[src/rtl/spi_duplex_pkg.sv]
package spi_duplex_pkg;

    typedef enum logic [2:0] {
        ST_IDLE,
        ST_M_LEAD,
        ST_M_HIGH,
        ST_M_LOW,
        ST_M_TAIL,
        ST_S_SEL
    } spi_state_e;

    // synchroniser depth for bus inputs in the slave role
    localparam int SYNC_STAGES = 2;

endpackage

[src/rtl/spi_rate_gen.sv]
module spi_rate_gen #(
    parameter int DIV_W = 3
) (
    input  logic             clk,
    input  logic             rst_n,
    input  logic             run,
    input  logic [DIV_W-1:0] div_sel,
    output logic             tick
);
    localparam int CNT_W = (1 << DIV_W);

    logic [CNT_W-1:0] cnt_q;
    logic [CNT_W:0]   half_len;

    always_comb begin
        half_len = (CNT_W+1)'(1) << div_sel;
        tick     = run && ({1'b0, cnt_q} == half_len - (CNT_W+1)'(1));
    end

    always_ff @(posedge clk or negedge rst_n) begin
        if (!rst_n) begin
            cnt_q <= '0;
        end else if (!run || tick) begin
            cnt_q <= '0;
        end else begin
            cnt_q <= cnt_q + CNT_W'(1);
        end
    end
endmodule

[src/rtl/spi_pin_sync.sv]
module spi_pin_sync #(
    parameter int         WIDTH  = 3,
    parameter int         STAGES = 2,
    parameter logic [WIDTH-1:0] RST_VAL = '0
) (
    input  logic             clk,
    input  logic             rst_n,
    input  logic [WIDTH-1:0] pin_in,
    output logic [WIDTH-1:0] pin_sync
);
    logic [WIDTH-1:0] stage_q [STAGES];

    generate
        for (genvar s = 0; s < STAGES; s++) begin : g_stage
            always_ff @(posedge clk or negedge rst_n) begin
                if (!rst_n) begin
                    stage_q[s] <= RST_VAL;
                end else if (s == 0) begin
                    stage_q[s] <= pin_in;
                end else begin
                    stage_q[s] <= stage_q[(s == 0) ? 0 : s-1];
                end
            end
        end
    endgenerate

    assign pin_sync = stage_q[STAGES-1];
endmodule

[src/rtl/spi_ctrl_fsm.sv]
module spi_ctrl_fsm
    import spi_duplex_pkg::*;
#(
    parameter int DATA_W = 8
) (
    input  logic              clk,
    input  logic              rst_n,
    input  logic              is_master,
    input  logic              start,
    input  logic [DATA_W-1:0] tx_byte,
    input  logic              tick,
    input  logic              miso_i,
    input  logic              sel_act,
    input  logic              s_sclk,
    input  logic              s_mosi,
    output logic              run,
    output logic              busy,
    output logic              done,
    output logic              sclk_q,
    output logic              out_bit,
    output logic              slave_on,
    output logic [DATA_W-1:0] rx_byte
);
    localparam int BW = $clog2(DATA_W + 1);
    localparam logic [BW-1:0] LAST_RISE = BW'(DATA_W);
    localparam logic [BW-1:0] SLV_LAST  = BW'(DATA_W - 1);

    spi_state_e        state_q, state_d;
    logic [DATA_W-1:0] shreg_q;
    logic              samp_q;
    logic [BW-1:0]     bit_cnt_q;
    logic              sclk_d_q;
    logic              s_rise, s_fall;
    logic              mst_state;

    assign s_rise = s_sclk & ~sclk_d_q;
    assign s_fall = ~s_sclk & sclk_d_q;

    // state register
    always_ff @(posedge clk or negedge rst_n) begin
        if (!rst_n) state_q <= ST_IDLE;
        else        state_q <= state_d;
    end

    // next-state logic
    always_comb begin
        state_d = state_q;
        unique case (state_q)
            ST_IDLE: begin
                if (is_master) begin
                    if (start) state_d = ST_M_LEAD;
                end else if (sel_act) begin
                    state_d = ST_S_SEL;
                end
            end
            ST_M_LEAD: begin
                if (!is_master)  state_d = ST_IDLE;
                else if (tick)   state_d = ST_M_HIGH;
            end
            ST_M_HIGH: begin
                if (!is_master)  state_d = ST_IDLE;
                else if (tick)   state_d = (bit_cnt_q == LAST_RISE) ? ST_M_TAIL : ST_M_LOW;
            end
            ST_M_LOW: begin
                if (!is_master)  state_d = ST_IDLE;
                else if (tick)   state_d = ST_M_HIGH;
            end
            ST_M_TAIL: begin
                if (!is_master || tick) state_d = ST_IDLE;
            end
            ST_S_SEL: begin
                if (is_master || !sel_act) state_d = ST_IDLE;
            end
            default: state_d = ST_IDLE;
        endcase
    end

    // output and datapath registers
    always_ff @(posedge clk or negedge rst_n) begin
        if (!rst_n) begin
            shreg_q   <= '0;
            samp_q    <= 1'b0;
            bit_cnt_q <= '0;
            rx_byte   <= '0;
            done      <= 1'b0;
            sclk_q    <= 1'b0;
            sclk_d_q  <= 1'b0;
        end else begin
            done     <= 1'b0;
            sclk_d_q <= s_sclk;
            unique case (state_q)
                ST_IDLE: begin
                    bit_cnt_q <= '0;
                    sclk_q    <= 1'b0;
                    if (state_d != ST_IDLE) shreg_q <= tx_byte;
                end
                ST_M_LEAD, ST_M_LOW: begin
                    if (state_d == ST_M_HIGH) begin
                        sclk_q    <= 1'b1;
                        samp_q    <= miso_i;
                        bit_cnt_q <= bit_cnt_q + BW'(1);
                    end else if (state_d == ST_IDLE) begin
                        sclk_q <= 1'b0;
                    end
                end
                ST_M_HIGH: begin
                    if (state_d != ST_M_HIGH) sclk_q <= 1'b0;
                    if (state_d == ST_M_LOW)
                        shreg_q <= {shreg_q[DATA_W-2:0], samp_q};
                end
                ST_M_TAIL: begin
                    sclk_q <= 1'b0;
                    if (is_master && tick) begin
                        rx_byte   <= {shreg_q[DATA_W-2:0], samp_q};
                        done      <= 1'b1;
                        bit_cnt_q <= '0;
                    end
                end
                ST_S_SEL: begin
                    if (s_rise) begin
                        if (bit_cnt_q == SLV_LAST) begin
                            rx_byte   <= {shreg_q[DATA_W-2:0], s_mosi};
                            done      <= 1'b1;
                            bit_cnt_q <= '0;
                            shreg_q   <= tx_byte;
                        end else begin
                            samp_q    <= s_mosi;
                            bit_cnt_q <= bit_cnt_q + BW'(1);
                        end
                    end else if (s_fall && bit_cnt_q != '0) begin
                        shreg_q <= {shreg_q[DATA_W-2:0], samp_q};
                    end
                end
                default: sclk_q <= 1'b0;
            endcase
        end
    end

    always_comb begin
        mst_state = (state_q == ST_M_LEAD) || (state_q == ST_M_HIGH) ||
                    (state_q == ST_M_LOW)  || (state_q == ST_M_TAIL);
        run      = mst_state;
        slave_on = (state_q == ST_S_SEL);
        busy     = mst_state || (slave_on && bit_cnt_q != '0);
        out_bit  = shreg_q[DATA_W-1];
    end
endmodule

[src/rtl/spi_duplex_ctrl.sv]
module spi_duplex_ctrl
    import spi_duplex_pkg::*;
#(
    parameter int DATA_W = 8,
    parameter int DIV_W  = 3
) (
    input  logic              clk,
    input  logic              rst_n,
    input  logic              master_en,
    input  logic              mf_disable,
    input  logic              ss_out_en,
    input  logic              auto_ss,
    input  logic [DIV_W-1:0]  div_sel,
    input  logic              start,
    input  logic [DATA_W-1:0] tx_byte,
    input  logic              fault_clr,
    output logic [DATA_W-1:0] rx_byte,
    output logic              busy,
    output logic              done,
    output logic              fault,
    input  logic              sclk_i,
    output logic              sclk_o,
    output logic              sclk_oe,
    input  logic              mosi_i,
    output logic              mosi_o,
    output logic              mosi_oe,
    input  logic              miso_i,
    output logic              miso_o,
    output logic              miso_oe,
    input  logic              ss_n_i,
    output logic              ss_n_o,
    output logic              ss_n_oe
);
    logic [2:0] pins_sync;
    logic       s_sclk, s_ss_n, s_mosi;
    logic       role_master;
    logic       tick, run;
    logic       sclk_q, out_bit, slave_on;
    logic       fault_q;

    // bit 2: clock, bit 1: select (idles high), bit 0: data
    spi_pin_sync #(
        .WIDTH  (3),
        .STAGES (SYNC_STAGES),
        .RST_VAL(3'b010)
    ) u_sync (
        .clk     (clk),
        .rst_n   (rst_n),
        .pin_in  ({sclk_i, ss_n_i, mosi_i}),
        .pin_sync(pins_sync)
    );

    assign s_sclk = pins_sync[2];
    assign s_ss_n = pins_sync[1];
    assign s_mosi = pins_sync[0];

    assign role_master = master_en & ~fault_q;

    // conflict detection: sticky, cleared by strobe
    always_ff @(posedge clk or negedge rst_n) begin
        if (!rst_n)          fault_q <= 1'b0;
        else if (fault_clr)  fault_q <= 1'b0;
        else if (role_master && !mf_disable && !s_ss_n) fault_q <= 1'b1;
    end

    spi_rate_gen #(.DIV_W(DIV_W)) u_rate (
        .clk    (clk),
        .rst_n  (rst_n),
        .run    (run),
        .div_sel(div_sel),
        .tick   (tick)
    );

    spi_ctrl_fsm #(.DATA_W(DATA_W)) u_fsm (
        .clk      (clk),
        .rst_n    (rst_n),
        .is_master(role_master),
        .start    (start),
        .tx_byte  (tx_byte),
        .tick     (tick),
        .miso_i   (miso_i),
        .sel_act  (~s_ss_n),
        .s_sclk   (s_sclk),
        .s_mosi   (s_mosi),
        .run      (run),
        .busy     (busy),
        .done     (done),
        .sclk_q   (sclk_q),
        .out_bit  (out_bit),
        .slave_on (slave_on),
        .rx_byte  (rx_byte)
    );

    always_comb begin
        fault   = fault_q;
        sclk_oe = role_master;
        sclk_o  = role_master & sclk_q;
        mosi_oe = role_master;
        mosi_o  = role_master & out_bit;
        miso_oe = slave_on;
        miso_o  = slave_on & out_bit;
        ss_n_oe = role_master & mf_disable & ss_out_en;
        if (ss_n_oe) ss_n_o = auto_ss ? ~run : 1'b0;
        else         ss_n_o = 1'b1;
    end
endmodule

[config.mk]
export PLATFORM = sky130hd
export DESIGN_NAME = spi_duplex_ctrl
export DESIGN_NICKNAME = d
export VERILOG_FILES = /design/src/rtl/spi_duplex_pkg.sv /design/src/rtl/spi_rate_gen.sv /design/src/rtl/spi_pin_sync.sv /design/src/rtl/spi_ctrl_fsm.sv /design/src/rtl/spi_duplex_ctrl.sv
export SDC_FILE = /design/constraint.sdc
export NUM_CORES = 1
export LEC_CHECK = 0
export ABC_AREA = 1
export BUFFER_PORTS_ARGS = -buffer_cell sky130_fd_sc_hd__buf_2
export CORE_UTILIZATION = 56
export CTS_CLUSTER_DIAMETER = 80
export DETAILED_ROUTE_END_ITERATION = 7
export GPL_ROUTABILITY_DRIVEN = 0
export GPL_TIMING_DRIVEN = 1
export PLACE_DENSITY = 0.79
export SLEW_MARGIN = 40
export SYNTH_ARGS = -nofsm -noshare
export SYNTH_HDL_FRONTEND = slang
export SYNTH_HIERARCHICAL = 1
export SYNTH_SLANG_ARGS = --single-unit
[constraint.sdc]
create_clock -name clk -period 2.8 [get_ports clk]
set_input_delay 0.7 -clock clk [delete_from_list [all_inputs] [get_ports clk]]
set_output_delay 0.7 -clock clk [all_outputs]
set_load 0.01 [all_outputs]
# Word-level counts from Yosys, hierarchy flattened
# Cells that the tools add are included.
# classes
add_sub_neg,3
reduce_logical,32
mux,43
n_shift,1
eq_ne,22
n_bitwise,13
# ops
operator,count
$mux 8,9
$mux 3,10
$pmux 8 s3,1
$mux 4,4
$pmux 4 s4,1
$pmux 8 s2,1
$pmux 3 s5,1
$ne 2x1->1 const B,7
$mux 1,13
$eq 3x2->1 const B,4
$reduce_and 4->1,3
$eq 8x9->1,1
$shl 1x3->9 const A,1
$sub 9x1->9 const B,1
$add 8x1->8 const B,1
$and 1x1->1,8
$reduce_bool 4->1,2
$logic_or 1x1->1,7
$eq 3x3->1 const B,2
$logic_and 1x1->1,6
$logic_not 3->1,2
$ne 3x1->1 const B,2
$reduce_bool 2->1,3
$reduce_bool 3->1,2
other kinds (14),22
# totals
output_inout_bits,19
ff_bits,42
inputBits,23
word_cells,126

# Longest topological paths before layout
# Gate-level depths: netlist of the first run.
# depth
depth_word,12
depth_mapped,23
mapped_depth_nobuf,23

# Modules after synthesis
# Netlist of the first run, hierarchy kept.
# by_module_without_submodules
module,instances,cells_each,seq_area_each_um2,area_each_um2
spi_ctrl_fsm,1,209,675.6,1604.0
spi_rate_gen,1,94,200.2,605.6
spi_pin_sync,1,9,152.6,175.2
spi_duplex_ctrl,1,19,25.0,112.6

# Worst setup path after synthesis of the first run
# No wires, ideal clock.
# synth_timing
path_kind,input-to-reg
startpoint,in div_sel[2]
endpoint,reg u_fsm.rx_byte[0]
slack_ns,-0.082
setup_time_ns,0.126
path_buffers,1
arrival_ns,2.756
required_time_ns,2.674
path_stages,18
path_cell_list,nor2_2 nand2_1 ha_1 inv_1 nand2_1 nand2_1 nand2_1 nand2_1 nand2_1 nor2_2 nand3_2 nor2_1 inv_1 o211ai_1 nand2_4 nor3_4 buf_6 a31oi_1
# synth_via
elab_chain_cells,7
# synth_lines
element,line_no,rtl
start: declaration,spi_duplex_ctrl.sv:13,"input logic [DIV_W-1:0] div_sel,"
$shl 1x3->9,spi_rate_gen.sv:16,half_len = (CNT_W+1)'(1) << div_sel;
$sub 9x1->9,spi_rate_gen.sv:17,"tick = run && ({1'b0, cnt_q} == half_len - (CNT_W+1)'(1));"
$eq 8x9->1,spi_rate_gen.sv:17,
$logic_and 1x1->1,spi_rate_gen.sv:17,
net tick,spi_duplex_ctrl.sv:37,"logic tick, run;"
$logic_and 1x1->1,spi_ctrl_fsm.sv:113,if (is_master && tick) begin
$ne 2x1->1 (no source line),n/a,
$reduce_and 4->1 (no source line),n/a,
end signal: assignment,spi_ctrl_fsm.sv:114,"rx_byte <= {shreg_q[DATA_W-2:0], samp_q};"
end signal: assignment,spi_ctrl_fsm.sv:122,"rx_byte <= {shreg_q[DATA_W-2:0], s_mosi};"
end: declaration,spi_ctrl_fsm.sv:22,output logic [DATA_W-1:0] rx_byte
# The timed path passes the listed nets, and every way through them passes these cells.
# A chain may end at the register's enable or synchronous reset.

# Final worst setup path of the first run
# layout_timing
startpoint,in div_sel[2]
endpoint,reg u_fsm.shreg_q[1]
# layout_via
elab_chain_cells,10
elab_cells_between_ends,16
cone_classes,add/sub (1); eq/ne (4); shift (1); mux (6); reduce/logical (4)
# layout_lines
element,line_no,rtl
$shl 1x3->9 *,spi_rate_gen.sv:16,
$sub 9x1->9 *,spi_rate_gen.sv:17,
$eq 8x9->1 *,spi_rate_gen.sv:17,
$logic_and 1x1->1 *,spi_rate_gen.sv:17,
net tick,spi_duplex_ctrl.sv:37,
"$mux 3, or another cell as far along","spi_ctrl_fsm.sv:58, spi_ctrl_fsm.sv:66",
"$mux 3, on equally long branches","spi_ctrl_fsm.sv:57, spi_ctrl_fsm.sv:61, spi_ctrl_fsm.sv:69",
$pmux 3 s5 *,spi_ctrl_fsm.sv:48,unique case (state_q)
net u_fsm.state_d[0],spi_ctrl_fsm.sv:28,"spi_state_e state_q, state_d;"
$eq 3x2->1 / $reduce_bool 3->1 (equally long branches),"spi_ctrl_fsm.sv:108, spi_ctrl_fsm.sv:95",
$ne 2x1->1 (no source line),n/a,
$reduce_and 5->1 (no source line) *,n/a,
end signal: assignment,spi_ctrl_fsm.sv:109,"shreg_q <= {shreg_q[DATA_W-2:0], samp_q};"
end signal: assignment,spi_ctrl_fsm.sv:125,shreg_q <= tx_byte;
end signal: assignment,spi_ctrl_fsm.sv:131,"shreg_q <= {shreg_q[DATA_W-2:0], samp_q};"
end: declaration,spi_ctrl_fsm.sv:29,logic [DATA_W-1:0] shreg_q;
# The timed path passes the listed nets; every way through them passes the cells marked *.

==> reports/metrics.cfg, run 1 <==
[min_path]
hold_depth=0
worstHoldStart=u_sync/stage_q[3]$_DFF_PN0_
hold_path_class=flop to flop
hold_path_end=u_sync/pin_sync[0]$_DFF_PN0_

[routing]
ant_nets=0
avgRoutedWirePerCell_microns=13.59
vias=2404
first_pass_iters=4
vias_per_cell=5.366
routed_wirelength_mm=6.088
drt_iter0_markers=170
drt_drc_violations_left=0

[yosys]
yosysMostFrequentCell=nand2_1
synth_edf_count=0
ys_seq_area_share_pct=42.18
ys.flop_type=dfrtp_1
ys_ff_latch=42
synth_area_leaders=dfrtp_1, nand2_1, inv_1
ys_types=35
synth_top_area_share_pct=40.08
yosys_warnings=6
async_flop_share_pct=100.0
synth_area_sq_um=2497
synth_top_cell_by_area=dfrtp_1
netlist_top_cells_count=nand2_1, dfrtp_1, inv_1, nor2_1, nand3_1
syn_nets=358
syn_inst=331
avgSynthCellArea_sq_um=7.545

[sta]
finalCriticalPeriod_ns=2.775
skew_ns=0.009223
report.final.slew_viol_count=0
tightest_slew_ns=0.5457
clock.fmax_mhz=360.4
finalSetupTns_ns=0
grt_setup_unrepaired=true
holdWs_ns=0.3569
timing.final.hold_violations=0
relSlewSlack_pct=63.61
finalCritPeriodShare_pct=99.10
finalSetupViolations=0

[global_route]
grt_pass1_vias=2019
met2_usage_pct=43.75
grt_overflow=0
grt_util_met3_pct=5.428
grt_use_total_pct=25.51
antenna_found_initial=0
grt_max_degree=43
gr-max-usage-layer=met2
grt_first_pass_wirelength_mm=8.742
gr-usage-met1_pct=30.19

[power]
power_density_nw_per_um2=699.8
clock_power_share_pct=21.7
p_leak_nw=1.670
power.share.sequential_pct=40.6
switchingPower_uw=852.6
comb_power_share_pct=37.6
swShare_pct=38.26
power_mw=2.228
p_int_mw=1.376
irDropWorstVdd_v=0.0003985

[flow_run]
drv_cap=0

[floorplanning]
die_h_microns=68.78
floorplan.initialDensity_pct=60.27
die_x_microns=68.78
core-area_sq_um=4144
rows=23
boundaryPins=42
die_area_sq_um=4731

[clock_network]
cts.sinks=42
clock_latency_ns=0.30
cts_buffers=5
cts_tree=built
clk_pin_slew_worst_paths_ns=0.08
cts_buffer_depth=2
cts_root_buf=clkbuf_8
cts-htree-levels=2

[place]
hpwlAfterDp_mm=3.966
place.port_buffers=41
place_area_sq_um=2859

[worst_setup_path]
reg2reg_from=u_fsm/state_q[2]$_DFF_PN0_
rr_endpoint=u_fsm/shreg_q[1]$_DFFE_PN0P_
crit_type=input port to flop
worstSetupStartpointType=input port
worst-r2r-cell-count=15
crit_required_ns=3.04
endpoint_kind=flop
critPathMaxFanout=8
cp.arrival_ns=3.01
regToRegSetupSlack_ns=0.38

[cells_and_area]
utilization_pct=76.84
multiInputGateArea_sq_um=1311
syn2layout_area_growth_pct=27.50
final_cell_area_sq_um=3184
fillers=305
num_antenna_cells=0
num-nets-final=424
drive_gt1_share_pct=32.66
regArea_sq_um=1054

[status]
status=finished clean

[critical path, stage by stage]
cell     delay [ns]
buf_8          0.10
nor2_4         0.13
nand2_2        0.09
ha_4           0.17
inv_1          0.08
nand2_2        0.06
nand2_1        0.07
nand2_1        0.05
nand2_1        0.08
nand2_1        0.07
nor2_2         0.12
nand3_2        0.10
nor2_4         0.11
buf_6          0.11
nand4_1        0.07
nand2_1        0.09
nand2_1        0.07
nand2_2        0.09
nand2_4        0.08
nor2_4         0.19
nand2_4        0.10
nand3_4        0.14
nand2_2        0.07
nand2_2        0.07
[placed cells by master (no fill, tap or decap), types with 2 or more instances in the layout]
master,synthesis,routed
ha_1,4,3
nand2_1,109,94
inv_6,1,2
nand2_2,6,19
clkbuf_16,0,2
nor2_2,3,3
dfrtp_1,40,40
nand3_1,24,24
o21ai_1,3,6
nand4_1,10,10
inv_2,5,7
buf_6,2,6
buf_2,0,38
nand3_4,2,2
buf_4,4,17
nand3_2,2,2
nand2_4,4,7
xor2_1,3,3
dfstp_2,2,2
a21oi_1,6,6
xnor2_1,3,3
nor3_1,3,3
o21bai_1,2,2
clkbuf_8,0,5
o211ai_1,2,2
nor2_4,2,4
nor2_1,28,26
inv_1,39,37
o21ai_2,3,6
o21ai_0,11,5
[area by class of cell]
class | count | share of cell area [%]
Inverter | 45 | 5.462
Multi-Input combinational cell | 238 | 41.18
Clock inverter | 3 | 1.375
Tap cell | 50 | 1.965
Clock buffer | 5 | 2.161
Sequential cell | 42 | 33.08
Timing Repair Buffer | 65 | 14.77
[metal layers]
layer | part of all wire (%) | wire [microns] | vias up
li1 | - | - | 1180
met5 | 0 | 0 | -
met3 | 4.5 | 271 | 19
met1 | 42 | 2540 | 1136
met4 | 3.0 | 182 | 0
met2 | 51 | 3094 | 69
[how the worst max path moves through the flow]
| stage | to | from | depth (start not counted) | slack, ns |
|---|---|---|---|---|
| 4_1_cts | u_fsm/shreg_q[1]$_DFFE_PN0P_ | div_sel[1] | 24 | 0.03 |
| 5_1_grt | u_fsm/shreg_q[5]$_DFFE_PN0P_ | div_sel[2] | 23 | -0.17 |
| 3_5_place_dp | u_fsm/bit_cnt_q[1]$_DFFE_PN0P_ | div_sel[1] | 23 | -0.30 |
| 2_1_floorplan | u_fsm/rx_byte[0]$_DFFE_PN0P_ | div_sel[1] | 17 | -0.04 |
| 6_report | u_fsm/shreg_q[1]$_DFFE_PN0P_ | div_sel[2] | 24 | 0.03 |
| 3_3_place_gp | u_fsm/bit_cnt_q[3]$_DFFE_PN0P_ | div_sel[1] | 21 | -0.24 |
[kinds of logic after synthesis]
kind of cell               synth area share [%]
AOI/OAI and AO/OA                         7.615
xor gates and xnor gates                  2.105
and+or+nand+nor                           36.87
adders and majority gates                 2.004
DFF                                       42.18
buffers and inverters                     9.218
[sequential cells by signal, summed over array words and instances, names as in the netlist]
| signal | flops |
|---|---|
| u_sync/pin_sync | 3 |
| u_fsm/state_q | 3 |
| u_rate/cnt_q | 8 |
| u_fsm/sclk_q | 1 |
| u_fsm/bit_cnt_q | 4 |
| fault | 1 |
| u_fsm/shreg_q | 8 |
| u_fsm/sclk_d_q | 1 |
| u_fsm/samp_q | 1 |
| u_fsm/done | 1 |
| u_sync/stage_q | 3 |
| u_fsm/rx_byte | 8 |
[stage by stage]
step,setup WS [ns],std cells
2_1_floorplan,-0.03746,331
3_3_place_gp,-0.2368,429
3_5_place_dp,-0.3049,429
4_1_cts,0.03370,439
5_1_grt,-0.1675,448
6_report,0.02519,448
[power groups by stage]
stage / logic [mW] / registers [mW] / clock network, mW
6_report: 0.839 / 0.905 / 0.484
5_1_grt: 0.933 / 0.933 / 0.515
4_1_cts: 0.719 / 0.884 / 0.495
3_5_place_dp: 0.711 / 0.895 / 0
3_3_place_gp: 0.688 / 0.894 / 0
2_1_floorplan: 0.474 / 0.896 / 0
[timing repair]
item	CTS	global route
setup endpoints to repair	6	22
cloned	0	3
pin swaps	1	23
hold buffers	0	0
setup buffers	2	6
resized for setup	1	34
Note: power is estimated with default switching activity, not from simulation.
==> inputs of run 2 (changes only) <==
--- a/config.mk
+++ b/config.mk
@@ -5,16 +5,16 @@
 export SDC_FILE = /design/constraint.sdc
 export NUM_CORES = 1
 export LEC_CHECK = 0
-export ABC_AREA = 1
 export BUFFER_PORTS_ARGS = -buffer_cell sky130_fd_sc_hd__buf_2
 export CORE_UTILIZATION = 56
 export CTS_CLUSTER_DIAMETER = 80
 export DETAILED_ROUTE_END_ITERATION = 7
 export GPL_ROUTABILITY_DRIVEN = 0
 export GPL_TIMING_DRIVEN = 1
-export PLACE_DENSITY = 0.79
+export PLACE_DENSITY = 0.8
 export SLEW_MARGIN = 40
 export SYNTH_ARGS = -nofsm -noshare
 export SYNTH_HDL_FRONTEND = slang
 export SYNTH_HIERARCHICAL = 1
 export SYNTH_SLANG_ARGS = --single-unit
+export TNS_END_PERCENT = 100
==> run 2 against run 1 <==
  * Largest power group is now combinational cells
  * Clock skew decreased by 0.0041 ns
  * Die area decreased by 0.64%
  * Largest cell class unchanged
  * The run now ends with setup timing left
  * Via count decreased by 20%
  * Flip-flop and latch count unchanged
==> reports/metrics.cfg, run 2 <==
[floorplanning]
boundaryPins=42
die_x_microns=68.56
floorplan.initialDensity_pct=60.29
core-area_sq_um=4115
die_h_microns=68.56
rows=23
die_area_sq_um=4700

[status]
failed_checks=setup timing
status=complete, but fails checks

[clock_network]
cts_buffers=5
cts_root_buf=clkbuf_8
clock_latency_ns=0.30
cts.sinks=42
cts_buffer_depth=2
clk_pin_slew_worst_paths_ns=0.09
cts-htree-levels=2
cts_tree=built
postCtsHoldBufs=0

[cells_and_area]
utilization_pct=76.95
final_common_cell=dfrtp_1
num_antenna_cells=0
syn2layout_area_growth_pct=27.63
num-nets-final=312
reg_top3=u_fsm/rx_byte: 8 flops, u_fsm/shreg_q: 8 flops, u_rate/cnt_q: 8 flops
drive_gt1_share_pct=44.41
layout_common_cells=dfrtp_1, buf_2, buf_4, mux2_4, nand2_1

[sta]
setup_ws_ns=-0.3898
relSlewSlack_pct=59.63
clock.fmax_mhz=313.5
finalCritPeriodShare_pct=113.9
finalSetupViolations=23
tightest_slew_ns=0.6043
report.final.slew_viol_count=0
finalCriticalPeriod_ns=3.190
skew_ns=0.005155
timing.final.hold_violations=0
grt_setup_unrepaired=true

[min_path]
hold_depth=0
hold_path_class=flop to flop
worstHoldStart=u_sync/stage_q[5]$_DFF_PN0_
hold_path_end=u_sync/pin_sync[2]$_DFF_PN0_

[global_route]
grt_overflow=0
grt_first_pass_wirelength_mm=8.280
grt_use_total_pct=24.66
grt_max_degree=43
antenna_found_initial=0
grt_pass1_vias=1779

[worst_setup_path]
crit_slowest_cell=or4_4
cp_cell_sequence=buf_6 -> or3_4 -> ha_4 -> o211a_1 -> or4_4 -> a22oi_4 -> and3_4 -> nand4b_1 -> a31oi_1 -> o21ai_2 -> nand2_4 -> mux2_4
worst-r2r-cell-count=8
slowest_delay_ns=0.52
critPathMaxFanout=8
endpoint_kind=flop
regToRegSetupSlack_ns=0.31
cp.arrival_ns=3.38
worstSetupStartpointType=input port
rr_endpoint=u_fsm/shreg_q[1]$_DFFE_PN0P_
crit_type=input port to flop
reg2reg_from=u_rate/cnt_q[4]$_DFF_PN0_
crit_required_ns=2.99

[power]
p_int_mw=1.366
comb_power_share_pct=43.9
p_leak_nw=1.496
power_mw=2.210
power_density_nw_per_um2=697.8
clock_power_share_pct=18.5
irDropWorstVdd_v=0.0005486
power.share.sequential_pct=37.6
swShare_pct=38.18
switchingPower_uw=843.6

[routing]
drt_drc_violations_left=0
avgRoutedWirePerCell_microns=15.81
first_pass_iters=4
drt_iter0_markers=120
vias=1932
ant_nets=0
routed_wirelength_mm=5.312
vias_per_cell=5.750

[yosys]
async_flop_share_pct=100.0
ys_seq_area_share_pct=42.46
synth_area_sq_um=2481
ys.flop_type=dfrtp_1
ys_ff_latch=42
syn_inst=225
synth_top_area_share_pct=40.34
netlist_top_cells_count=dfrtp_1, mux2_1, nand2_1
synth_area_leaders=dfrtp_1, mux2_1, mux2_4
ys_types=57
yosysMostFrequentCell=dfrtp_1
synth_top_cell_by_area=dfrtp_1
avgSynthCellArea_sq_um=11.03
yosys_warnings=6
syn_nets=252
synth_edf_count=0

[flow_run]
drv_cap=0

[place]
place_ws_ns=-0.7171
hpwlAfterDp_mm=3.608
place.port_buffers=41

run 2: cells by family (layout without fill, tap and decap cells):
group | count (synthesis) | in the layout | share of synthesized area [%]
XOR/XNOR | 11 | 11 | 3.883
flip-flops | 42 | 42 | 42.46
AO/OA/AOI/OAI | 47 | 47 | 14.88
adder cells (fa/ha/maj) | 4 | 4 | 2.017
AND/OR/NAND/NOR | 73 | 73 | 18.96
buffers and inverters | 22 | 83 | 4.892
multiplexers | 26 | 26 | 12.91
run 2: worst max-delay path: cells and delay by family:
kind	cells	cell delay [ns]
AND/OR/NAND/NOR	5	1.44
AO/OA/AOI/OAI	4	0.64
adder cells (fa/ha/maj)	1	0.18
buffers and inverters	1	0.09
multiplexers	1	0.33
run 2: power by group through the flow:
| stage | sequential [mW] | combinational (mW) | clock, mW |
|---|---|---|---|
| 2_1_floorplan | 0.810 | 0.674 | 0 |
| 4_1_cts | 0.827 | 0.908 | 0.419 |
| 3_3_place_gp | 0.831 | 0.853 | 0 |
| 6_report | 0.830 | 0.971 | 0.409 |
| 5_1_grt | 0.845 | 1.04 | 0.442 |
| 3_5_place_dp | 0.837 | 0.883 | 0 |
run 2: metal layers:
metal  wire (microns)  track usage [%]  up-vias  share of wire [%]
met2             2522            40.07       48                 47
met4               87            8.333        0                1.6
met3              220            5.757        9                4.1
li1                 -                -      939                  -
met1             2481            32.27      936                 47
met5                0                0        -                  0
run 2: through the flow:
step                      instance area [sq um]  instances  TNS, ns  hold slack (ns)
final                                      3167        336   -6.569           0.3498
after global routing                       3167        336   -8.133           0.3588
after CTS                                  3119        337   -6.724           0.3540
after detailed placement                   2903        324   -14.62           0.3370
after global placement                     2900        324   -14.08           0.3321
after floorplan                            2561        225   -15.79           0.3312
run 2: how the worst max path moves through the flow:
stage,depth (start not counted),start,end
after global placement,12,div_sel[0],u_fsm/shreg_q[4]$_DFFE_PN0P_
final,12,div_sel[0],u_fsm/shreg_q[1]$_DFFE_PN0P_
after floorplan,13,div_sel[1],u_fsm/shreg_q[0]$_DFFE_PN0P_
after detailed placement,12,div_sel[0],u_fsm/shreg_q[1]$_DFFE_PN0P_
after global routing,12,div_sel[0],u_fsm/shreg_q[1]$_DFFE_PN0P_
after CTS,12,div_sel[0],u_fsm/shreg_q[1]$_DFFE_PN0P_
run 2: what timing repair did:
action | in CTS | in global routing
endpoints found under the setup margin | 22 | 25
endpoints found under the hold margin | 0 | 0
gates resized for setup | 16 | 13
pin swaps | 7 | 4
cloned | 1 | 0
buffers inserted | 6 | 1
run 2: cell type report:
type,instances,area [sq um]
repair buffers,66,439.2
clock buffers,5,68.82
inverters,9,38.79
well taps,50,62.56
flip-flops and latches,42,1054
clock inverters,3,25.02
fillers,287,948.4
multi-input cells,161,1479
==> inputs of run 3 (changes only) <==
--- a/config.mk
+++ b/config.mk
@@ -6,12 +6,12 @@
 export NUM_CORES = 1
 export LEC_CHECK = 0
 export BUFFER_PORTS_ARGS = -buffer_cell sky130_fd_sc_hd__buf_2
-export CORE_UTILIZATION = 56
+export CORE_UTILIZATION = 60
 export CTS_CLUSTER_DIAMETER = 80
 export DETAILED_ROUTE_END_ITERATION = 7
 export GPL_ROUTABILITY_DRIVEN = 0
 export GPL_TIMING_DRIVEN = 1
-export PLACE_DENSITY = 0.8
+export PLACE_DENSITY = 0.84
 export SLEW_MARGIN = 40
 export SYNTH_ARGS = -nofsm -noshare
 export SYNTH_HDL_FRONTEND = slang
==> constraint.sdc (replaced) <==
create_clock -name clk -period 3.9 [get_ports clk]
set_input_delay 0.975 -clock clk [delete_from_list [all_inputs] [get_ports clk]]
set_output_delay 0.975 -clock clk [all_outputs]
set_load 0.01 [all_outputs]
==> run 3 against run 2 <==
  * The run ends with DRC left
  * Routed wire length shrank 11%
  * Via count shrank 6.0%
  * Utilization shrank 4.7 points
  * Global-route usage shrank 0.97 points
  * Register-to-register slack gained 1.1 ns
  * Hold slack gained 0.0046 ns
  * Design area shrank 9.4%
  * Count of clock-buffer cells in the layout grew 2
  * Combinational power shrank 40%
  * Critical endpoint is now u_fsm/shreg_q[2]$_DFFE_PN0P_
==> reports/metrics.cfg, run 3 (same netlist as run 2, synthesis figures left out) <==
[worst_setup_path]
crit_type=input port to flop
crit_required_ns=4.08
endpoint_kind=flop
cp.arrival_ns=3.73
critPathMaxFanout=10
worstSetupStartpointType=input port

[global_route]
grt_use_total_pct=23.69
antenna_found_initial=0
grt_pass1_vias=1629
grt_first_pass_wirelength_mm=7.783
grt_max_degree=43
grt_overflow=0

[clock_network]
cts_buffer_depth=2
cts_root_buf=clkbuf_8
postCtsSetupBuffers=0
cts_resized=0
clock_latency_ns=0.29
cts_buffers=5
postCtsHoldBufs=0
clk_pin_slew_worst_paths_ns=0.07
cts-htree-levels=2
cts.sinks=42
cts_tree=built

[routing]
ant_nets=0
first_pass_iters=6
drt_iter0_markers=70
vias=1817
drt_drc_violations_left=2
vias_per_cell=5.678
routed_wirelength_mm=4.715
avgRoutedWirePerCell_microns=14.73

[place]
place.port_buffers=41
dp_cells=312
hpwlAfterDp_mm=3.376

[sta]
grt_setup_unrepaired=false
finalCritPeriodShare_pct=91.22
finalSetupViolations=0
report.final.slew_viol_count=0
tightest_slew_ns=0.5204
finalCriticalPeriod_ns=3.558
clock.fmax_mhz=281.1
holdWs_ns=0.3544
timing.final.hold_violations=0
skew_ns=0.005622
relSlewSlack_pct=65.31

[cells_and_area]
syn2layout_area_growth_pct=15.68
num_antenna_cells=0
utilization_pct=72.27
drive_gt1_share_pct=32.96
layout_common_cells=dfrtp_1, buf_2, mux2_1, nand2_1, buf_4
num-nets-final=296
reg_top3=u_fsm/rx_byte: 8 flops, u_fsm/shreg_q: 8 flops, u_rate/cnt_q: 8 flops
layoutNonFillerInstCount=320

[power]
power_density_nw_per_um2=529.9
power.share.sequential_pct=39.6
p_leak_nw=1.376
comb_power_share_pct=38.6
power_mw=1.521
irDropWorstVdd_v=0.0002962
switchingPower_uw=527.0
swShare_pct=34.64
clock_power_share_pct=21.8
p_int_uw=994.1

[floorplanning]
die_h_microns=66.31
boundaryPins=42
core-area_sq_um=3971
floorplan.initialDensity_pct=62.48
die_area_sq_um=4396
rows=23
die_x_microns=66.31

[status]
status=complete, but fails checks
failed_checks=DRC

[flow_run]
drv_cap=0

[min_path]
hold_path_class=flop to flop

## run 3: changes by cell type in the layout (fill, tap and decap cells not counted), moves of 2 or more
cell / previous run / this run
buf_4: 20 / 10
buf_6: 7 / 0
mux2_1: 9 / 16
mux2_4: 15 / 8
o21ai_0: 5 / 8
o21ai_2: 5 / 2
a31oi_1: 3 / 5
buf_2: 38 / 40
clkbuf_1: 0 / 2
## run 3: stage by stage
step           setup WS (ns)  instance area [sq um]  setup TNS, ns
6_report              0.3423                   2870              0
4_1_cts               0.3340                   2870              0
5_1_grt               0.2162                   2870              0
3_3_place_gp         0.06578                   2761              0
3_5_place_dp         0.02016                   2764              0
2_1_floorplan      -0.001912                   2525       -0.01530
## run 3: area by class of cell
| class | instances | area, sq um |
|---|---|---|
| multi-input combinational | 161 | 1334 |
| fill | 291 | 1101 |
| sequential | 42 | 1054 |
| timing repair buffer | 50 | 275.3 |
| clock buffer | 7 | 76.32 |
| tap | 50 | 62.56 |
| inverter | 9 | 38.79 |
| clock inverter | 1 | 30.03 |
## run 3: power by group through the flow
stage          Clock [mW]  Combinational (mW)  Sequential, mW
6_report            0.332               0.587           0.602
5_1_grt             0.357               0.641           0.615
4_1_cts             0.342               0.591           0.602
3_5_place_dp            0               0.587           0.608
3_3_place_gp            0               0.573           0.606
2_1_floorplan           0               0.479           0.579
## run 3: path summary, 6_finish.rpt
kind                                                end  cells after the start                   startpoint  slack (ns)
min                        u_sync/pin_sync[2]$_DFF_PN0_                      0  u_sync/stage_q[5]$_DFF_PN0_        0.35
max reg2reg                u_fsm/shreg_q[2]$_DFFE_PN0P_                      8   u_fsm/state_q[1]$_DFF_PN0_        1.39
min reg2reg                u_sync/pin_sync[2]$_DFF_PN0_                      0  u_sync/stage_q[5]$_DFF_PN0_        0.35
max in group asynchronous   u_sync/stage_q[4]$_DFF_PN1_                      1                        rst_n        2.88
max                        u_fsm/shreg_q[2]$_DFFE_PN0P_                     12                   div_sel[0]        0.34
min in group asynchronous     u_rate/cnt_q[6]$_DFF_PN0_                      1                        rst_n        0.66
## run 3: worst max-delay path: stages
cell and delay, ns:
buf_2 0.10, or3_4 0.40, ha_4 0.19, and4_1 0.20, or4_4 0.49, a22oi_4 0.17
and3_4 0.27, nand4b_1 0.15, a31oi_1 0.21, o21ai_2 0.10, nand2_4 0.16, mux2_4 0.32
## run 3: layer usage
layer  part of all wire, %  up-vias  GRT usage [%]
met5                     0        -              0
met4                   1.2        0          7.181
met3                   4.5        5          4.828
met2                    47       51          36.35
met1                    48      857          33.63
li1                      -      904              -
